### src/rtl/ocu_pkg.sv
package ocu_pkg;
    localparam int MODE_W = 4;

    typedef enum logic [2:0] {
        S_OFF,
        S_SET,
        S_CLR,
        S_TGL,
        S_SWI
    } ocu_st_e;

    localparam logic [MODE_W-1:0] M_OFF = 4'b0000;
    localparam logic [MODE_W-1:0] M_SET = 4'b1000;
    localparam logic [MODE_W-1:0] M_CLR = 4'b1001;
    localparam logic [MODE_W-1:0] M_TGL = 4'b0010;
    localparam logic [MODE_W-1:0] M_SWI = 4'b1010;

    function automatic ocu_st_e decode_mode(input logic [MODE_W-1:0] m);
        ocu_st_e s;
        case (m)
            M_SET:   s = S_SET;
            M_CLR:   s = S_CLR;
            M_TGL:   s = S_TGL;
            M_SWI:   s = S_SWI;
            default: s = S_OFF;
        endcase
        return s;
    endfunction
endpackage

### src/rtl/ocu_match.sv
module ocu_match #(
    parameter int W = 16
) (
    input  logic         clk,
    input  logic         rst_n,
    input  logic         wr_val,
    input  logic [W-1:0] wr_data,
    input  logic [W-1:0] tmr_a,
    input  logic [W-1:0] tmr_b,
    input  logic         src_sel,
    output logic         hit
);
    logic [W-1:0] cmp_q;
    logic [W-1:0] cnt_sel;
    logic         eq_now;
    logic         eq_q;

    assign cnt_sel = src_sel ? tmr_b : tmr_a;
    assign eq_now  = (cnt_sel == cmp_q);
    assign hit     = eq_now && !eq_q;

    always_ff @(posedge clk or negedge rst_n) begin
        if (!rst_n) begin
            cmp_q <= '0;
            eq_q  <= 1'b0;
        end else begin
            eq_q <= eq_now;
            if (wr_val) cmp_q <= wr_data;
        end
    end

    // a match never repeats on the following cycle
    p_one_shot_r7: assert property (@(posedge clk) disable iff (!rst_n)
        hit |=> !hit);
endmodule

### src/rtl/ocu_ctrl.sv
module ocu_ctrl
    import ocu_pkg::*;
(
    input  logic              clk,
    input  logic              rst_n,
    input  logic              wr_mode,
    input  logic [MODE_W-1:0] mode_in,
    input  logic              hit,
    output logic              level,
    output logic              act
);
    ocu_st_e st_q;
    ocu_st_e st_nx;
    logic    level_nx;

    assign act = hit && (st_q != S_OFF);

    // state register
    always_ff @(posedge clk or negedge rst_n) begin
        if (!rst_n) st_q <= S_OFF;
        else        st_q <= st_nx;
    end

    always_comb begin
        st_nx = st_q;
        if (wr_mode) st_nx = decode_mode(mode_in);
    end

    // output level
    always_comb begin
        level_nx = level;
        if (wr_mode) begin
            unique case (decode_mode(mode_in))
                S_OFF:   level_nx = 1'b0;
                S_SET:   if (st_q == S_OFF) level_nx = 1'b0;
                S_CLR:   if (st_q == S_OFF) level_nx = 1'b1;
                S_TGL:   level_nx = level;
                S_SWI:   level_nx = level;
            endcase
        end else if (hit) begin
            unique case (st_q)
                S_OFF:   level_nx = level;
                S_SET:   level_nx = 1'b1;
                S_CLR:   level_nx = 1'b0;
                S_TGL:   level_nx = !level;
                S_SWI:   level_nx = level;
            endcase
        end
    end

    always_ff @(posedge clk or negedge rst_n) begin
        if (!rst_n) level <= 1'b0;
        else        level <= level_nx;
    end

    p_set_high_r2: assert property (@(posedge clk) disable iff (!rst_n)
        (st_q == S_SET && hit && !wr_mode) |=> level);
    p_clr_low_r3: assert property (@(posedge clk) disable iff (!rst_n)
        (st_q == S_CLR && hit && !wr_mode) |=> !level);
    p_toggle_r4: assert property (@(posedge clk) disable iff (!rst_n)
        (st_q == S_TGL && hit && !wr_mode) |=> (level != $past(level)));
    p_swi_hold_r6: assert property (@(posedge clk) disable iff (!rst_n)
        (st_q == S_SWI && !wr_mode) |=> $stable(level));
    p_off_low_r8: assert property (@(posedge clk) disable iff (!rst_n)
        (wr_mode && mode_in == M_OFF) |=> !level);
    p_init_high_r9: assert property (@(posedge clk) disable iff (!rst_n)
        (wr_mode && mode_in == M_CLR && st_q == S_OFF) |=> level);
endmodule

### src/rtl/ocu_flag.sv
module ocu_flag (
    input  logic clk,
    input  logic rst_n,
    input  logic act,
    input  logic clr,
    output logic flag
);
    always_ff @(posedge clk or negedge rst_n) begin
        if (!rst_n)   flag <= 1'b0;
        else if (act) flag <= 1'b1;
        else if (clr) flag <= 1'b0;
    end

    p_flag_set_r5: assert property (@(posedge clk) disable iff (!rst_n)
        act |=> flag);
    p_flag_hold_r5: assert property (@(posedge clk) disable iff (!rst_n)
        (flag && !act && !clr) |=> flag);
endmodule

### src/rtl/ocu_top.sv
module ocu_top
    import ocu_pkg::*;
#(
    parameter int W = 16
) (
    input  logic              clk,
    input  logic              rst_n,
    input  logic              wr_val,
    input  logic [W-1:0]      wr_data,
    input  logic              wr_mode,
    input  logic [MODE_W-1:0] mode_in,
    input  logic [W-1:0]      tmr_a,
    input  logic [W-1:0]      tmr_b,
    input  logic              src_sel,
    input  logic              out_en,
    input  logic              irq_en,
    input  logic              flag_clr,
    output logic              pin_o,
    output logic              pin_en,
    output logic              flag_o,
    output logic              irq_o
);
    logic hit;
    logic act;
    logic level;

    ocu_match #(.W(W)) u_match (
        .clk(clk), .rst_n(rst_n), .wr_val(wr_val), .wr_data(wr_data),
        .tmr_a(tmr_a), .tmr_b(tmr_b), .src_sel(src_sel), .hit(hit)
    );

    ocu_ctrl u_ctrl (
        .clk(clk), .rst_n(rst_n), .wr_mode(wr_mode), .mode_in(mode_in),
        .hit(hit), .level(level), .act(act)
    );

    ocu_flag u_flag (
        .clk(clk), .rst_n(rst_n), .act(act), .clr(flag_clr), .flag(flag_o)
    );

    assign pin_en = out_en;
    assign pin_o  = out_en & level;
    assign irq_o  = flag_o & irq_en;

    // a qualified match is always followed by a raised interrupt when enabled
    p_irq_follow_r6: assert property (@(posedge clk) disable iff (!rst_n)
        (act && irq_en) |=> (flag_o && (irq_o || !irq_en)));
endmodule

### config.mk
export PLATFORM = sky130hd
export DESIGN_NAME = ocu_top
export DESIGN_NICKNAME = d
export VERILOG_FILES = /design/src/rtl/ocu_pkg.sv /design/src/rtl/ocu_match.sv /design/src/rtl/ocu_ctrl.sv /design/src/rtl/ocu_flag.sv /design/src/rtl/ocu_top.sv
export SDC_FILE = /design/constraint.sdc
export NUM_CORES = 1
export LEC_CHECK = 0
export BUFFER_PORTS_ARGS = -buffer_cell sky130_fd_sc_hd__buf_2
export CAP_MARGIN = 30
export CORE_MARGIN = 2
export CORE_UTILIZATION = 30
export DETAILED_ROUTE_END_ITERATION = 16
export MAX_ROUTING_LAYER = met4
export PLACE_DENSITY_LB_ADDON = 0.2
export SYNTH_ARGS = -nofsm -noshare
export SYNTH_HDL_FRONTEND = slang
export SYNTH_HIERARCHICAL = 1
export SYNTH_SLANG_ARGS = --single-unit
### constraint.sdc
create_clock -name clk -period 3.8 [get_ports clk]
set_input_delay 0.19 -clock clk [delete_from_list [all_inputs] [get_ports clk]]
set_output_delay 0.19 -clock clk [all_outputs]
set_load 0.01 [all_outputs]
==> results.toml <==
[clock_tree]
cts_inserted_buffers = 3
cts-root-to-sink-buffers = 2
cts.clk_slew.worst_paths_ns = 0.08
clock_tree.root_cell = "clkbuf_8"
clock_sink_count = 22
tritoncts_clock_tree = "yes"
number_of_gates_resized_after_cts = 0
insertion_delay_ns = 0.25
cts.htree.levels = 1

[floorplanning]
floorplan.core_area_sq_mm = 0.00432
boundaryPins = 64
die_x_microns = 70.6
placementRows = 24
initial_core_util_pct = 30.7
floorplan.die_area_sq_mm = 0.00498
die_height_microns = 70.6

[cells_and_area]
finalNonFillerCells = 223
final_layout_net_count = 232
final_layout_size_suffix_gt1_share_pct = 53.2
synthToLayoutAreaGrowth_pct = 29.7
insertedDiodeCount = 0

[synthesis]
avgSynthCellArea_sq_um = 12.2
synth.ff_latch_count = 22
synth_seq_area_share_pct = 41.4
ys_async_sr_fraction_pct = 100
post_synth_instance_area_sq_mm = 0.00133
syn-instance-count = 109
library_cells_used_by_synthesis = 31
synthDominantCellAreaShare_pct = 41.4
synth_largest_area_cell = "dfrtp_1"
yosys_warnings = 6
synth-main-ff-cell = "dfrtp_1"
synthesis.nets = 169
synth_area_leaders = "dfrtp_1 41%, mux2_2 16%, mux2i_1 12%"
synth_enable_flop_cells = 0

[timing]
final.period_utilization_pct = 53.1
tightestPinTransition_ns = 0.485
timing.slew.headroom_pct = 67.7
report.final.setup_viol = 0
final-hold-violation-count = 0
timing.final.max_slew_violations = 0
max_freq_mhz = 495
grt_setup_unrepaired = "no"
clock_skew_after_layout_ns = 0.00370
setup-tns-final_ns = 0
final_period_minus_worst_setup_slack_ns = 2.02

[critical_path]
cp-start-kind = "input port"
critical-path-max-stage-delay_ns = 0.38
worst_setup_path_end_kind = "flop"
timing.critical_path.slowest_stage_cell = "buf_2"
worst-endpoint-required_ns = 3.95
critical_path_class = "in2reg"
critPathArrivalTime_ns = 2.17
setup.reg_to_reg.worst_slack_ns = 2.03
critical_path.cell_chain = "buf_2, mux2i_1, xor2_1, nand4_1, nor4_2, nor2b_1, o211ai_1, nand2_2, mux2_4"
worstPathMaxFanout = 16

[detailed_routing]
ant_nets = 0
detailedRoute.firstIterationViolations = 22
drt_drc_violations_left = 0
detailroute.wirelength.met3_microns = 206
vias = 1023
firstDrtPassIters = 4
detail_route.vias_per_cell = 4.59
met2_wirelength_microns = 1310
wirelength_met1_microns = 1100
post_drt_wl_per_cell_microns = 11.8
highest_layer = "met4"
drt-total-wl_microns = 2630

[status]
run_status = "finished clean"

[global_routing]
first_global_vias = 1036
grt_remaining_overflow = 0
grt_util_all_layers_pct = 11.0
grt_first_pass_wirelength_microns = 4300
largest_net_degree_at_the_start_of_global_routing = 23
grt_antenna_before_repair = 0

[placed_design]
place_congestion = 0.850
hpwl_microns = 2200
total_of_buffers_placed_on_input_and_output_ports = 63
place.detailed.instances = 218

[power]
worst_ir_drop_vdd_mv = 0.252
power.static_leakage_nw = 0.873
power_per_cell_area_mw_per_mm2 = 320

[job]
max-cap-violations = 0

[hold_path]
min_path_type = "in2reg"
## layout make-up
| type | count | area, sq um |
|---|---|---|
| Clock buffer | 4 | 55.1 |
| Fill cell | 454 | 2600 |
| Inverter | 2 | 7.51 |
| Multi-Input combinational cell | 79 | 719 |
| Sequential cell | 22 | 551 |
| Tap cell | 52 | 65.1 |
| Timing Repair Buffer | 64 | 325 |
## registers in the layout, summed over array words and instances, names as in the netlist
register,count
u_match/eq_q,1
u_ctrl/st_q,3
u_match/cmp_q,16
u_flag/flag,1
u_ctrl/level,1
## metrics by stage
stage	hold slack, ns	total power, mW	setup WS, ns	utilization [%]	instance area [sq um]
detailed placement	0.184	0.396	1.47	38.3	1660
floorplan	-0.106	0.349	1.87	-	1330
global route	0.145	0.590	1.54	39.8	1720
CTS	0.154	0.564	1.74	39.8	1720
global placement	0.188	0.392	1.51	38.3	1660
finish	0.163	0.551	1.78	39.8	1720
## metal layers
layer	vias up	GRT usage (%)
li1	506	-
met1	483	12.3
met2	32	19.6
met3	2	3.70
met4	0	1.89
met5	-	-
## critical path, delay by kind of cell
| family | cells | cell delay, ns |
|---|---|---|
| AND/OR/NAND/NOR | 4 | 0.68 |
| multiplexers | 2 | 0.59 |
| buffers and inverters | 1 | 0.38 |
| XOR/XNOR | 1 | 0.20 |
| AO/OA/AOI/OAI | 1 | 0.11 |
## power breakdown
| part | switching, mW | internal [mW] |
|---|---|---|
| clock | 0.0695 | 0.0921 |
| combinational | 0.0508 | 0.0689 |
| sequential | 0.0144 | 0.255 |
| total | 0.135 | 0.416 |
## Yosys cell counts, types with 2 or more instances
cell / instances
and2_1: 2
xor2_1: 16
nor3b_1: 2
nand4_1: 3
mux2i_1: 16
nor3_1: 2
mux2_2: 19
dfrtp_1: 22
inv_1: 2
nand2_1: 2
nor2b_1: 3
## final timing paths
kind,end,startpoint,depth (start not counted)
min,u_match/cmp_q[11],wr_data[11],2
max reg2reg,u_ctrl/level,u_match/cmp_q[15],7
max,u_ctrl/level,src_sel,9
min in group asynchronous,u_match/cmp_q[0],rst_n,2
max in group asynchronous,u_match/cmp_q[15],rst_n,2
min reg2reg,u_flag/flag,u_flag/flag,1
## placed cells by master, fill, tap and decap left out, drive strengths merged, types with 3 or more instances in the layout
cell type,Yosys,routed
mux2i,16,16
nand4,4,4
dfrtp,22,22
mux2,20,20
buf,4,63
nand2,3,3
clkbuf,2,4
nor2b,3,3
xor2,16,16
## repair_timing
| item | CTS | global route |
|---|---|---|
| setup buffers | 0 | 0 |
| hold buffers | 1 | 0 |
| endpoints found under the setup margin | 0 | 0 |
| hold endpoints to repair | 22 | 0 |
## cell families (layout without fill, tap and decap cells)
logic type | after synthesis | in the layout | share of synthesized area (%)
xor gates and xnor gates | 17 | 17 | 11.2
and+or+nand+nor | 21 | 21 | 10.5
muxes | 36 | 36 | 29.3
buffers and inverters | 8 | 70 | 4.43
AOI/OAI and AO/OA | 5 | 5 | 3.11
DFF | 22 | 22 | 41.4
(Power assumes the default switching activity.)
